[src/rtl/ata_tf_pkg.sv]
package ata_tf_pkg;

    localparam int TF_BYTE_W = 8;
    localparam int TF_WORD_W = 16;
    localparam int ID_WORDS  = 256;
    localparam int ID_IDX_W  = $clog2(ID_WORDS);
    localparam int LBA_W     = 24;

    localparam int DEV1_BIT  = 4;
    localparam int ABORT_BIT = 2;

    localparam logic [7:0] OP_IDENT  = 8'hEC;
    localparam logic [7:0] OP_FLUSH  = 8'hE7;
    localparam logic [7:0] OP_RD_DMA = 8'hC8;
    localparam logic [7:0] OP_WR_DMA = 8'hCA;

    typedef enum logic [2:0] {
        OFS_DATA    = 3'd0,
        OFS_ERRFEAT = 3'd1,
        OFS_COUNT   = 3'd2,
        OFS_ADDR0   = 3'd3,
        OFS_ADDR1   = 3'd4,
        OFS_ADDR2   = 3'd5,
        OFS_DEVSEL  = 3'd6,
        OFS_CMDSTAT = 3'd7
    } tf_ofs_e;

    typedef enum logic [1:0] {
        PH_IDLE,
        PH_PIO,
        PH_MEDIA,
        PH_XFER
    } seq_phase_e;

    typedef struct packed {
        logic bsy;
        logic drdy;
        logic df;
        logic rsv4;
        logic drq;
        logic rsv2;
        logic rsv1;
        logic err;
    } tf_status_t;

    typedef struct packed {
        logic [TF_BYTE_W-1:0] count;
        logic [TF_BYTE_W-1:0] addr0;
        logic [TF_BYTE_W-1:0] addr1;
        logic [TF_BYTE_W-1:0] addr2;
        logic [TF_BYTE_W-1:0] devsel;
    } tf_regs_t;

    // Identify table entry: word 85 advertises an enabled write cache.
    function automatic logic [TF_WORD_W-1:0] ident_word(input logic [ID_IDX_W-1:0] i);
        if (i == ID_IDX_W'(85))
            return 16'h0020;
        return {~i[7:0], i[7:0]};
    endfunction

endpackage

[src/rtl/ata_tf_regs.sv]
module ata_tf_regs
    import ata_tf_pkg::*;
(
    input  logic                 clk,
    input  logic                 rst,
    input  logic                 wr_en,
    input  logic [2:0]           addr,
    input  logic [TF_BYTE_W-1:0] wdata,
    input  logic                 hold,
    output tf_regs_t             regs
);

    always_ff @(posedge clk) begin
        if (rst) begin
            regs <= '0;
        end else if (wr_en && !hold) begin
            case (tf_ofs_e'(addr))
                OFS_COUNT:  regs.count  <= wdata;
                OFS_ADDR0:  regs.addr0  <= wdata;
                OFS_ADDR1:  regs.addr1  <= wdata;
                OFS_ADDR2:  regs.addr2  <= wdata;
                OFS_DEVSEL: regs.devsel <= wdata;
                default: ;
            endcase
        end
    end

endmodule

[src/rtl/ata_tf_idrom.sv]
module ata_tf_idrom
    import ata_tf_pkg::*;
(
    input  logic [ID_IDX_W-1:0]  idx,
    output logic [TF_WORD_W-1:0] word
);

    always_comb word = ident_word(idx);

endmodule

[src/rtl/ata_tf_seq.sv]
module ata_tf_seq
    import ata_tf_pkg::*;
#(
    parameter int CAPACITY = 65536
) (
    input  logic                 clk,
    input  logic                 rst,
    input  logic                 cmd_wr,
    input  logic [7:0]           cmd_code,
    input  logic                 dev1_sel,
    input  logic [LBA_W-1:0]     lba,
    input  logic [7:0]           count,
    input  logic                 data_rd,
    input  logic                 status_rd,
    input  logic                 flush_done,
    input  logic                 xfer_done,
    output seq_phase_e           phase,
    output logic [ID_IDX_W-1:0]  idx,
    output logic                 err,
    output logic                 abrt,
    output logic                 intrq,
    output logic                 to_host
);

    localparam logic [LBA_W:0]   CAP_LIM  = (LBA_W+1)'(CAPACITY);
    localparam logic [ID_IDX_W-1:0] LAST_IDX = ID_IDX_W'(ID_WORDS-1);

    logic             accept;
    logic [LBA_W:0]   blocks;
    logic [LBA_W:0]   range_end;
    logic             range_bad;

    always_comb begin
        accept    = cmd_wr && (phase == PH_IDLE) && !dev1_sel;
        blocks    = (count == 8'd0) ? (LBA_W+1)'(256) : (LBA_W+1)'(count);
        range_end = {1'b0, lba} + blocks;
        range_bad = range_end > CAP_LIM;
    end

    always_ff @(posedge clk) begin
        if (rst) begin
            phase   <= PH_IDLE;
            idx     <= '0;
            err     <= 1'b0;
            abrt    <= 1'b0;
            intrq   <= 1'b0;
            to_host <= 1'b0;
        end else begin
            if (status_rd)
                intrq <= 1'b0;
            case (phase)
                PH_IDLE: begin
                    if (accept) begin
                        err  <= 1'b0;
                        abrt <= 1'b0;
                        case (cmd_code)
                            OP_IDENT: begin
                                phase <= PH_PIO;
                                idx   <= '0;
                                intrq <= 1'b1;
                            end
                            OP_FLUSH: phase <= PH_MEDIA;
                            OP_RD_DMA, OP_WR_DMA: begin
                                if (range_bad) begin
                                    err   <= 1'b1;
                                    abrt  <= 1'b1;
                                    intrq <= 1'b1;
                                end else begin
                                    phase   <= PH_XFER;
                                    to_host <= (cmd_code == OP_RD_DMA);
                                end
                            end
                            default: begin
                                err   <= 1'b1;
                                abrt  <= 1'b1;
                                intrq <= 1'b1;
                            end
                        endcase
                    end
                end
                PH_PIO: begin
                    if (data_rd) begin
                        if (idx == LAST_IDX)
                            phase <= PH_IDLE;
                        idx <= idx + 1'b1;
                    end
                end
                PH_MEDIA: begin
                    if (flush_done) begin
                        phase <= PH_IDLE;
                        intrq <= 1'b1;
                    end
                end
                PH_XFER: begin
                    if (xfer_done) begin
                        phase <= PH_IDLE;
                        intrq <= 1'b1;
                    end
                end
                default: phase <= PH_IDLE;
            endcase
        end
    end


    irq_clear_chk: assert property (@(posedge clk) disable iff (rst)
        (status_rd && !cmd_wr) |=> !intrq);


    pio_last_word_chk: assert property (@(posedge clk) disable iff (rst)
        (phase == PH_PIO && data_rd && idx == LAST_IDX) |=> (phase == PH_IDLE));


    busy_cmd_ignored_chk: assert property (@(posedge clk) disable iff (rst)
        (phase == PH_MEDIA && cmd_wr && !flush_done) |=> (phase == PH_MEDIA));


    abort_reports_chk: assert property (@(posedge clk) disable iff (rst)
        $rose(err) |-> (abrt && intrq && phase == PH_IDLE));


    idle_holds_chk: assert property (@(posedge clk) disable iff (rst)
        (phase == PH_IDLE && !cmd_wr) |=> (phase == PH_IDLE));

endmodule

[src/rtl/ata_taskfile_ctrl.sv]
module ata_taskfile_ctrl
    import ata_tf_pkg::*;
#(
    parameter int CAPACITY = 65536
) (
    input  logic        clk,
    input  logic        rst,
    input  logic [2:0]  bus_addr,
    input  logic        bus_wr,
    input  logic        bus_rd,
    input  logic [7:0]  bus_wdata,
    output logic [15:0] bus_rdata,
    output logic        intrq,
    output logic        flush_req,
    input  logic        flush_done,
    output logic        xfer_req,
    output logic        xfer_to_host,
    input  logic        xfer_done
);

    tf_regs_t              regs;
    seq_phase_e            phase;
    logic [ID_IDX_W-1:0]   idx;
    logic                  err;
    logic                  abrt;
    logic                  to_host;
    logic [TF_WORD_W-1:0]  id_word;
    tf_status_t            status;
    logic                  busy;
    logic                  cmd_wr;
    logic                  data_rd;
    logic                  status_rd;

    always_comb begin
        busy      = (phase != PH_IDLE);
        cmd_wr    = bus_wr && (tf_ofs_e'(bus_addr) == OFS_CMDSTAT);
        data_rd   = bus_rd && (tf_ofs_e'(bus_addr) == OFS_DATA);
        status_rd = bus_rd && (tf_ofs_e'(bus_addr) == OFS_CMDSTAT);
    end

    ata_tf_regs u_regs (
        .clk   (clk),
        .rst   (rst),
        .wr_en (bus_wr),
        .addr  (bus_addr),
        .wdata (bus_wdata),
        .hold  (busy),
        .regs  (regs)
    );

    ata_tf_seq #(.CAPACITY(CAPACITY)) u_seq (
        .clk        (clk),
        .rst        (rst),
        .cmd_wr     (cmd_wr),
        .cmd_code   (bus_wdata),
        .dev1_sel   (regs.devsel[DEV1_BIT]),
        .lba        ({regs.addr2, regs.addr1, regs.addr0}),
        .count      (regs.count),
        .data_rd    (data_rd),
        .status_rd  (status_rd),
        .flush_done (flush_done),
        .xfer_done  (xfer_done),
        .phase      (phase),
        .idx        (idx),
        .err        (err),
        .abrt       (abrt),
        .intrq      (intrq),
        .to_host    (to_host)
    );

    ata_tf_idrom u_idrom (
        .idx  (idx),
        .word (id_word)
    );

    always_comb begin
        status      = '0;
        status.bsy  = (phase == PH_MEDIA) || (phase == PH_XFER);
        status.drdy = 1'b1;
        status.drq  = (phase == PH_PIO);
        status.err  = err;
    end

    always_comb begin
        flush_req    = (phase == PH_MEDIA);
        xfer_req     = (phase == PH_XFER);
        xfer_to_host = to_host;
    end

    always_comb begin
        bus_rdata = '0;
        case (tf_ofs_e'(bus_addr))
            OFS_DATA:    bus_rdata = (phase == PH_PIO) ? id_word : '0;
            OFS_ERRFEAT: bus_rdata[ABORT_BIT] = abrt;
            OFS_COUNT:   bus_rdata[7:0] = regs.count;
            OFS_ADDR0:   bus_rdata[7:0] = regs.addr0;
            OFS_ADDR1:   bus_rdata[7:0] = regs.addr1;
            OFS_ADDR2:   bus_rdata[7:0] = regs.addr2;
            OFS_DEVSEL:  bus_rdata[7:0] = regs.devsel;
            OFS_CMDSTAT: bus_rdata[7:0] = status;
            default:     bus_rdata = '0;
        endcase
    end


    one_request_chk: assert property (@(posedge clk) disable iff (rst)
        $onehot0({flush_req, xfer_req, status.drq}));

endmodule

[config.mk]
export PLATFORM = sky130hd
export DESIGN_NAME = ata_taskfile_ctrl
export DESIGN_NICKNAME = d
export VERILOG_FILES = /design/src/rtl/ata_tf_pkg.sv /design/src/rtl/ata_tf_regs.sv /design/src/rtl/ata_tf_idrom.sv /design/src/rtl/ata_tf_seq.sv /design/src/rtl/ata_taskfile_ctrl.sv
export SDC_FILE = /design/constraint.sdc
export NUM_CORES = 1
export LEC_CHECK = 0
export BUFFER_PORTS_ARGS = -buffer_cell sky130_fd_sc_hd__buf_2
export CORE_ASPECT_RATIO = 2
export CORE_MARGIN = 5
export CORE_UTILIZATION = 42
export CTS_BUF_LIST = sky130_fd_sc_hd__clkbuf_16
export DETAILED_ROUTE_END_ITERATION = 16
export PLACE_DENSITY_LB_ADDON = 0.2
export SYNTH_ARGS = -nofsm -noshare
export SYNTH_HDL_FRONTEND = slang
export SYNTH_HIERARCHICAL = 1
export SYNTH_SLANG_ARGS = --single-unit
[constraint.sdc]
create_clock -name clk -period 5.4 [get_ports clk]
set_input_delay 0.27 -clock clk [delete_from_list [all_inputs] [get_ports clk]]
set_output_delay 0.27 -clock clk [all_outputs]
set_load 0.005 [all_outputs]
==> impl_metrics.py, run 1 <==
metrics = {
    "detailed_routing": {
        "detailedRoute.firstPassIterationCount": 5,
        "remaining_drc_errors": 0,
        "vias_per_cell": 6.16,
        "first_iter_violations": 195,
        "drt-wirelength-per-cell_um": 20.9,
        "route.vias.total": 3579,
        "drt_wl_total_mm": 12.2,
        "postRouteAntennaNets": 0,
    },
    "yosys": {
        "syn-num-nets": 496,
        "synth_seq_area_share_pct": 26.6,
        "syn_inst": 468,
        "synth_area_per_cell_sq_um": 8.52,
        "synth_commonest_cells": "sky130_fd_sc_hd__dfxtp_1 (53), sky130_fd_sc_hd__nand2b_1 (50), sky130_fd_sc_hd__mux2i_1 (47)",
        "synth-edff-count": 0,
        "yosysWarningCount": 6,
        "postSynth.asyncResetShare_pct": 0,
        "yosys_most_used_dff": "sky130_fd_sc_hd__dfxtp_1",
        "post-synth-top-count-cell": "sky130_fd_sc_hd__dfxtp_1",
        "synthDominantAreaCellType": "sky130_fd_sc_hd__dfxtp_1",
        "synth-seq-cells": 53,
        "post_synth_main_area_contributors": "sky130_fd_sc_hd__dfxtp_1 (27%), sky130_fd_sc_hd__mux2i_1 (12%), sky130_fd_sc_hd__nand2b_1 (7.8%)",
        "syn-cell-area_sq_um": 3990,
        "synth.top_cell.area_share_pct": 26.6,
        "post_synth_num_cell_types": 72,
    },
    "timing": {
        "final_hold_viol_count": 0,
        "setup_total_negative_slack_ns": 0,
        "drv_slew": 0,
        "rsz_0062_raised_after_global_routing": "no",
        "slew_headroom_pct": 48.1,
        "achievable-frequency_mhz": 259,
        "worst_pin_slew_ns": 0.779,
        "finalCritPeriodShare_pct": 71.6,
        "setup_viol": 0,
        "hold_ws_ns": 0.344,
        "period_minus_slack_ns": 3.86,
        "finalClockSkew_ns": 0.00637,
    },
    "clock_network": {
        "post_cts_buffers": 0,
        "cts_tree": "yes",
        "cts-buffers-inserted": 5,
        "cts_max_level": 2,
        "cts_root_buf": "sky130_fd_sc_hd__clkbuf_16",
        "clk_path_buf_depth": 2,
        "numClockSinks": 53,
        "clock_latency_ns": 0.30,
        "cts-resized-gates": 0,
        "clkSlewWorstSetupHoldPaths_ns": 0.08,
        "cts-hold-fix-buffers": 0,
    },
    "global_route": {
        "grt_pass1_vias": 3580,
        "grt_max_degree": 59,
        "grt_first_pass_wirelength_mm": 19.1,
        "grt_antenna_before_repair": 0,
        "grtUsageTotal_pct": 21.1,
        "grt_overflow_total": 0,
    },
    "final_layout": {
        "layout_overhead_on_the_synthesized_area_pct": 7.56,
        "antennaDiodeCount": 0,
        "final_layout_size_suffix_gt1_share_pct": 13.6,
        "net_count_of_the_finished_layout": 504,
        "fillCellCount": 932,
    },
    "power": {
        "powerDensity_nw_per_um2": 208,
        "ir_worst_vdd_uv": 131,
        "power.static_leakage_nw": 1.90,
        "p_total_w": 0.000894,
    },
    "worst_setup_path": {
        "reg2reg_depth": 12,
        "regToRegStartpoint": "u_regs/regs[33]",
        "worstPathArrival_ns": 4.09,
        "worst_setup_path_start_kind": "flip-flop",
        "worst_flop_to_flop_path_endpoint": "u_seq/phase[0]",
        "crit_path_end_kind": "flip-flop",
        "reg2reg_setup_slack_ns": 1.54,
        "setup.worst_path.class": "reg2reg",
        "critPathMaxFanout": 10,
        "timing.critical_path.required_ns": 5.62,
    },
    "floorplanning": {
        "initial_utilization_pct": 42.8,
        "die-area_sq_um": 11700,
        "die_x_um": 78.9,
        "row_count": 50,
        "die_height_um": 148,
        "io-pin-count": 37,
        "floorplan.core_area_sq_um": 9320,
    },
    "outcome": {
        "run_status": "finished clean",
    },
    "job": {
        "max_cap_violations": 0,
    },
    "placement": {
        "io_buffers": 36,
        "placer_s_final_routability_congestion_estimate": 0.911,
        "place_hpwl_mm": 9.41,
    },
    "worst_hold_path": {
        "hold_end": "u_seq/to_host",
        "hold-path-cell-count": 3,
        "worstHoldPathType": "in2reg",
        "hold_path.startpoint": "bus_wdata[1]",
    },
}
state kept, by name, summed over array words and instances, names as in the netlist:
name and flops:
u_seq/phase 2, u_seq/to_host 1, u_seq/abrt 1, u_regs/regs 40, u_seq/intrq 1, u_seq/idx 8
metal layers:
metal | vias to the layer above | routed length (um) | global-route usage [%]
li1 | 1727 | - | -
met3 | 40 | 352 | 1.95
met1 | 1708 | 4490 | 21.0
met5 | - | 0 | 0
met2 | 104 | 6410 | 39.3
met4 | 0 | 915 | 15.5
cell usage in the layout, fill, tap and decap left out, drive strengths merged, types with 11 or more instances in the layout:
cell / instances
nand3: 11
nand2b: 50
a21oi: 26
nor2b: 12
nand2: 25
and3: 11
dfxtp: 53
inv: 11
buf: 37
nor2: 21
mux2i: 47
mux2: 11
o21ai: 16
power by group:
group | total, W | internal [W] | switching, W | leakage, nW
Clock | 0.000378 | 0.000220 | 0.000158 | 0.0800
Combinational | 0.000108 | 0.0000447 | 0.0000633 | 1.39
Sequential | 0.000407 | 0.000398 | 0.00000953 | 0.428
Total | 0.000894 | 0.000662 | 0.000231 | 1.90
stage by stage:
step / cell area [sq um] / util [%] / cells / setup WS [ns]
after floorplan: 3990 / - / 468 / 1.75
after global placement: 4120 / 44.2 / 573 / 1.60
after detailed placement: 4120 / 44.2 / 573 / 1.57
after CTS: 4290 / 46.0 / 581 / 1.54
after global routing: 4290 / 46.0 / 581 / 1.35
final: 4290 / 46.0 / 581 / 1.54
worst max-delay path: stages (launching register included):
cell	delay, ns
sky130_fd_sc_hd__dfxtp_1	0.36
sky130_fd_sc_hd__or4_1	0.55
sky130_fd_sc_hd__nor2_1	0.13
sky130_fd_sc_hd__ha_1	0.34
sky130_fd_sc_hd__a21oi_1	0.24
sky130_fd_sc_hd__or2_1	0.26
sky130_fd_sc_hd__a21oi_1	0.13
sky130_fd_sc_hd__o21ai_2	0.15
sky130_fd_sc_hd__mux2_4	0.31
sky130_fd_sc_hd__a2bb2oi_1	0.13
sky130_fd_sc_hd__or4_4	0.54
sky130_fd_sc_hd__or4b_1	0.51
sky130_fd_sc_hd__a21oi_1	0.13
final cells by class:
cell class                      count  area, sq um  share of cell area, %
Tap cell                          104          130                   3.03
Inverter                           11         41.3                  0.962
Sequential cell                    53         1060                   24.7
Timing Repair Buffer               37          188                   4.37
Clock buffer                        5          125                   2.92
Clock inverter                      3         46.3                   1.08
Multi-Input combinational cell    368         2700                   62.9
kinds of logic after synthesis:
family / Yosys count / share of synthesized area (%)
compound gates: 105 / 19.4
xor+xnor: 10 / 2.20
mux: 58 / 15.2
simple gates: 184 / 27.2
flops: 53 / 26.6
buf+inv: 47 / 5.74
fa+ha+maj: 11 / 3.64
worst max-delay path by stage:
stage	to	slack, ns	start
after floorplan	u_seq/phase[0]	1.75	u_regs/regs[33]
after global placement	u_seq/phase[0]	1.60	u_regs/regs[33]
after detailed placement	u_seq/phase[0]	1.57	u_regs/regs[33]
after CTS	u_seq/phase[0]	1.54	u_regs/regs[33]
after global routing	u_seq/phase[0]	1.35	u_regs/regs[33]
final	u_seq/phase[0]	1.54	u_regs/regs[33]
(Power assumes the default switching activity.)
==> inputs of run 2 (changes only) <==
- clock period: 5.4 -> 3.85 ns (I/O delays scaled with it)
==> run 2 against run 1 <==
Total power grew 38%. Clock skew down 0.0032 ns. Count of clock-buffer cells in the layout is the same. Clock power rose by 34%. Worst hold slack worse by 0.066 ns. Setup slack worse by 1.4 ns. Utilization increased by 0.86 points. Wire length is 1.7% higher. Combinational power increased by 46%. Critical path type unchanged. Critical endpoint unchanged. Largest power group unchanged. Highest routed layer unchanged.
==> impl_metrics.py, run 2 (same netlist as run 1, synthesis figures left out) <==
metrics = {
    "outcome": {
        "run_status": "finished clean",
    },
    "final_layout": {
        "regMostFlops": "u_regs/regs",
        "final_core_utilization_pct": 46.9,
        "mostFrequentLayoutCells": "sky130_fd_sc_hd__dfxtp_1 (53), sky130_fd_sc_hd__nand2b_1 (50), sky130_fd_sc_hd__mux2i_1 (47)",
        "layout_overhead_on_the_synthesized_area_pct": 9.57,
        "final_layout_size_suffix_gt1_share_pct": 15.4,
        "antennaDiodeCount": 0,
        "number_of_flip_flops_under_the_largest_register_name": 40,
        "layout_commonest_cell": "sky130_fd_sc_hd__dfxtp_1",
        "reg.largest.list": "u_regs/regs x40, u_seq/idx x8, u_seq/phase x2",
        "net_count_of_the_finished_layout": 513,
    },
    "power": {
        "ir_worst_vdd_uv": 242,
        "power.static_leakage_nw": 1.95,
        "powerDensity_nw_per_um2": 283,
    },
    "clock_network": {
        "cts-hold-fix-buffers": 0,
        "clock_latency_ns": 0.29,
        "numClockSinks": 53,
        "cts_max_level": 2,
        "cts_root_buf": "sky130_fd_sc_hd__clkbuf_16",
        "post_cts_buffers": 0,
        "cts_tree": "yes",
        "clkSlewWorstSetupHoldPaths_ns": 0.07,
        "clk_path_buf_depth": 2,
        "cts-buffers-inserted": 5,
    },
    "timing": {
        "rsz_0062_raised_after_global_routing": "no",
        "finalClockSkew_ns": 0.00314,
        "period_minus_slack_ns": 3.72,
        "setup_viol": 0,
        "finalCritPeriodShare_pct": 96.8,
        "slew_headroom_pct": 47.1,
        "achievable-frequency_mhz": 268,
        "drv_slew": 0,
        "hold_ws_ns": 0.279,
        "worst_pin_slew_ns": 0.793,
        "final_hold_viol_count": 0,
        "setup_total_negative_slack_ns": 0,
    },
    "global_route": {
        "grt_max_degree": 59,
        "grt_antenna_before_repair": 0,
        "grtUsageTotal_pct": 21.2,
        "grt_pass1_vias": 3574,
        "grt_overflow_total": 0,
        "grt_first_pass_wirelength_mm": 19.0,
    },
    "floorplanning": {
        "io-pin-count": 37,
        "floorplan.core_area_sq_um": 9320,
        "die-area_sq_um": 11700,
        "initial_utilization_pct": 42.8,
        "row_count": 50,
        "die_height_um": 148,
        "die_x_um": 78.9,
    },
    "placement": {
        "io_buffers": 36,
        "place_hpwl_mm": 9.62,
        "placer_s_final_routability_congestion_estimate": 0.913,
    },
    "detailed_routing": {
        "detailedRoute.firstPassIterationCount": 5,
        "first_iter_violations": 250,
        "remaining_drc_errors": 0,
        "drt-wirelength-per-cell_um": 21.0,
        "postRouteAntennaNets": 0,
        "route.vias.total": 3603,
        "drt_wl_total_mm": 12.4,
        "vias_per_cell": 6.11,
    },
    "worst_hold_path": {
        "worstHoldPathType": "in2reg",
    },
    "worst_setup_path": {
        "critical_path.slowest_cell": "sky130_fd_sc_hd__or4_1",
        "cp_cell_sequence": "or4_1 -> nor2_1 -> ha_4 -> nand4_1 -> a2111oi_4 -> o21ai_2 -> mux2_4 -> a2bb2oi_1 -> or4_4 -> or4b_1 -> a21oi_1",
        "worstPathArrival_ns": 3.94,
        "crit_path_end_kind": "flip-flop",
        "critPathMaxFanout": 10,
        "cpLargestDelayFamily": "simple AND/OR/NAND/NOR gates",
        "critical_path_buf_inv_count": 0,
        "critical_path.max_stage_delay_ns": 0.54,
        "worst_setup_path_start_kind": "flip-flop",
        "timing.critical_path.required_ns": 4.07,
        "setup.worst_path.class": "reg2reg",
    },
    "job": {
        "max_cap_violations": 0,
    },
}
## run 2: final timing paths
kind	slack, ns	end	cells after the start	from
setup / recovery	0.13	u_seq/phase[0]	11	u_regs/regs[32]
hold / removal	0.28	u_seq/to_host	3	bus_wdata[1]
setup reg to reg	0.13	u_seq/phase[0]	11	u_regs/regs[32]
hold reg to reg	0.48	u_regs/regs[5]	2	u_regs/regs[5]
## run 2: cell type report
| class | count | area, sq um |
|---|---|---|
| timing repair buffer | 46 | 255 |
| fill | 890 | 4950 |
| tap | 104 | 130 |
| sequential | 53 | 1060 |
| clock inverter | 3 | 37.5 |
| multi-input combinational | 368 | 2720 |
| inverter | 11 | 41.3 |
| clock buffer | 5 | 125 |
## run 2: repair_timing
item | 4_1_cts | 5_1_grt
endpoints found under the setup margin | 0 | 4
resized for setup | 0 | 4
hold endpoints to repair | 0 | 0
## run 2: metrics by stage
| stage | instances | instance area (sq um) | total power [W] | setup slack, ns |
|---|---|---|---|---|
| 2_1_floorplan | 468 | 3990 | 0.000684 | 0.201 |
| 3_3_place_gp | 582 | 4190 | 0.000735 | 0.156 |
| 3_5_place_dp | 582 | 4190 | 0.000737 | 0.102 |
| 4_1_cts | 590 | 4350 | 0.00124 | 0.0666 |
| 5_1_grt | 590 | 4370 | 0.00128 | 0.0106 |
| 6_report | 590 | 4370 | 0.00124 | 0.125 |
## run 2: routing by layer
metal	part of all wire [%]	track usage, %	up-vias
li1	-	-	1746
met2	54	41.3	102
met5	0	0	-
met3	2.9	2.32	37
met1	36	19.7	1718
met4	6.8	14.8	0
## run 2: power by group
part           switching [W]  total (W)  internal (W)  leakage, nW
registers          0.0000129   0.000571      0.000558        0.428
logic              0.0000911   0.000158     0.0000673         1.44
clock network       0.000205   0.000508      0.000303       0.0826
total               0.000309    0.00124      0.000928         1.95
## run 2: tightest hold or removal path: stages
cell and delay, ns:
sky130_fd_sc_hd__buf_2 0.13, sky130_fd_sc_hd__nor2_1 0.10, sky130_fd_sc_hd__mux2_1 0.12
==> inputs of run 3 (changes only) <==
- MAX_ROUTING_LAYER: default -> met4
==> run 3 against run 2 <==
Count of clock-buffer cells in the layout unchanged. Fmax increased by 1.8%. First-iteration DRC count increased by 0.40%. Sequential cell count unchanged. Wire length decreased by 0.83%. Register-to-register slack improved by 0.07 ns. Utilization about the same. Non-clock buffer count decreased by 1. Critical endpoint is now u_seq/to_host. Total power increased by 1.5%. Clock skew increased by 0.0038 ns. Critical path type unchanged.
==> impl_metrics.py, run 3 (same netlist as run 1, synthesis figures left out) <==
metrics = {
    "outcome": {
        "run_status": "finished clean",
    },
    "final_layout": {
        "final_cell_area_sq_um": 4370,
        "layout_overhead_on_the_synthesized_area_pct": 9.54,
        "final_layout_size_suffix_gt1_share_pct": 15.7,
        "number_of_flip_flops_under_the_largest_register_name": 40,
        "layout_commonest_cell": "sky130_fd_sc_hd__dfxtp_1",
        "reg.largest.list": "u_regs/regs x40, u_seq/idx x8, u_seq/phase x2",
        "regMostFlops": "u_regs/regs",
        "net_count_of_the_finished_layout": 512,
        "mostFrequentLayoutCells": "sky130_fd_sc_hd__dfxtp_1 (53), sky130_fd_sc_hd__nand2b_1 (50), sky130_fd_sc_hd__mux2i_1 (47)",
        "final_core_utilization_pct": 46.9,
        "antennaDiodeCount": 0,
    },
    "floorplanning": {
        "row_count": 50,
        "io-pin-count": 37,
        "die-area_sq_um": 11700,
        "initial_utilization_pct": 42.8,
        "die_x_um": 78.9,
        "floorplan.core_area_sq_um": 9320,
        "die_height_um": 148,
    },
    "detailed_routing": {
        "detailedRoute.firstPassIterationCount": 5,
        "vias_per_cell": 6.13,
        "drt-wirelength-per-cell_um": 20.8,
        "route.vias.total": 3610,
        "first_iter_violations": 251,
        "drt_wl_total_mm": 12.3,
        "remaining_drc_errors": 0,
        "postRouteAntennaNets": 0,
    },
    "timing": {
        "setup_viol": 0,
        "period_minus_slack_ns": 3.66,
        "final_hold_viol_count": 0,
        "finalClockSkew_ns": 0.00697,
        "hold_ws_ns": 0.272,
        "setup_total_negative_slack_ns": 0,
        "setup_ws_ns": 0.192,
        "achievable-frequency_mhz": 273,
        "rsz_0062_raised_after_global_routing": "no",
        "finalCritPeriodShare_pct": 95.0,
        "slew_headroom_pct": 47.9,
        "worst_pin_slew_ns": 0.781,
        "drv_slew": 0,
    },
    "global_route": {
        "grt_overflow_total": 0,
        "grt_max_degree": 59,
        "grt_first_pass_wirelength_mm": 19.2,
        "grt_antenna_before_repair": 0,
        "grt_pass1_vias": 3598,
        "grtUsageTotal_pct": 21.8,
    },
    "clock_network": {
        "cts_max_level": 2,
        "clkSlewWorstSetupHoldPaths_ns": 0.07,
        "cts-resized-gates": 0,
        "clk_path_buf_depth": 2,
        "cts-hold-fix-buffers": 0,
        "clock_latency_ns": 0.30,
        "numClockSinks": 53,
        "cts_tree": "yes",
        "post_cts_buffers": 0,
        "cts_root_buf": "sky130_fd_sc_hd__clkbuf_16",
        "cts-buffers-inserted": 5,
    },
    "worst_setup_path": {
        "worstPathArrival_ns": 3.84,
        "crit_path_end_kind": "flip-flop",
        "worst_setup_path_start_kind": "flip-flop",
        "setup.worst_path.class": "reg2reg",
        "timing.critical_path.required_ns": 4.04,
        "critPathMaxFanout": 10,
        "reg2reg_setup_slack_ns": 0.19,
    },
    "power": {
        "ir_worst_vdd_uv": 224,
        "powerDensity_nw_per_um2": 288,
        "power.static_leakage_nw": 1.94,
    },
    "worst_hold_path": {
        "worstHoldPathType": "in2reg",
    },
    "placement": {
        "placer_s_final_routability_congestion_estimate": 0.920,
        "io_buffers": 36,
        "placed_cell_area_sq_um": 4180,
        "place_hpwl_mm": 9.58,
        "pre_cts_slack_ns": 0.0890,
    },
    "job": {
        "max_cap_violations": 0,
    },
}
[run 3: power by group]
part           switching [W]  internal (W)  total (W)  leakage [nW]
Clock               0.000219      0.000308   0.000527        0.0800
Sequential         0.0000128      0.000558   0.000570         0.428
Combinational      0.0000919     0.0000669   0.000159          1.43
Total               0.000323      0.000933    0.00126          1.94
[run 3: final cells by class]
class	count	area, sq um
clock buffers	5	125
clock inverters	3	46.3
fillers	919	4950
inverters	11	41.3
multi-input cells	368	2720
flip-flops and latches	53	1060
well taps	104	130
repair buffers	45	248
[run 3: path summary, 6_finish.rpt]
kind | from | end | depth (start not counted)
setup / recovery | u_regs/regs[32] | u_seq/to_host | 13
setup reg to reg | u_regs/regs[32] | u_seq/to_host | 13
hold reg to reg | u_regs/regs[5] | u_regs/regs[5] | 2
hold / removal | bus_wdata[1] | u_seq/to_host | 3
[run 3: through the flow]
stage / instances / total power (W)
after floorplan: 468 / 0.000684
after global placement: 581 / 0.000734
after detailed placement: 581 / 0.000736
after CTS: 589 / 0.00126
after global routing: 589 / 0.00130
final: 589 / 0.00126
[run 3: routing by layer]
| layer | track usage (%) | wire length, um | vias up |
|---|---|---|---|
| met5 | - | 0 | - |
| met4 | 12.5 | 668 | 0 |
| met3 | 1.59 | 325 | 31 |
| met2 | 41.3 | 6810 | 104 |
| met1 | 21.1 | 4460 | 1728 |
| li1 | - | - | 1747 |
[run 3: worst max-delay path, stage by stage (launching register included)]
cell and delay [ns]:
sky130_fd_sc_hd__dfxtp_1 0.35, sky130_fd_sc_hd__or4_1 0.57, sky130_fd_sc_hd__nor2_2 0.17, sky130_fd_sc_hd__ha_4 0.21, sky130_fd_sc_hd__nand4_1 0.18, sky130_fd_sc_hd__buf_4 0.21, sky130_fd_sc_hd__o221ai_1 0.07, sky130_fd_sc_hd__o221ai_1 0.14
sky130_fd_sc_hd__a2111o_1 0.40, sky130_fd_sc_hd__a311oi_1 0.26, sky130_fd_sc_hd__and4_1 0.24, sky130_fd_sc_hd__a31oi_1 0.16, sky130_fd_sc_hd__nor3_1 0.26, sky130_fd_sc_hd__mux2_1 0.34
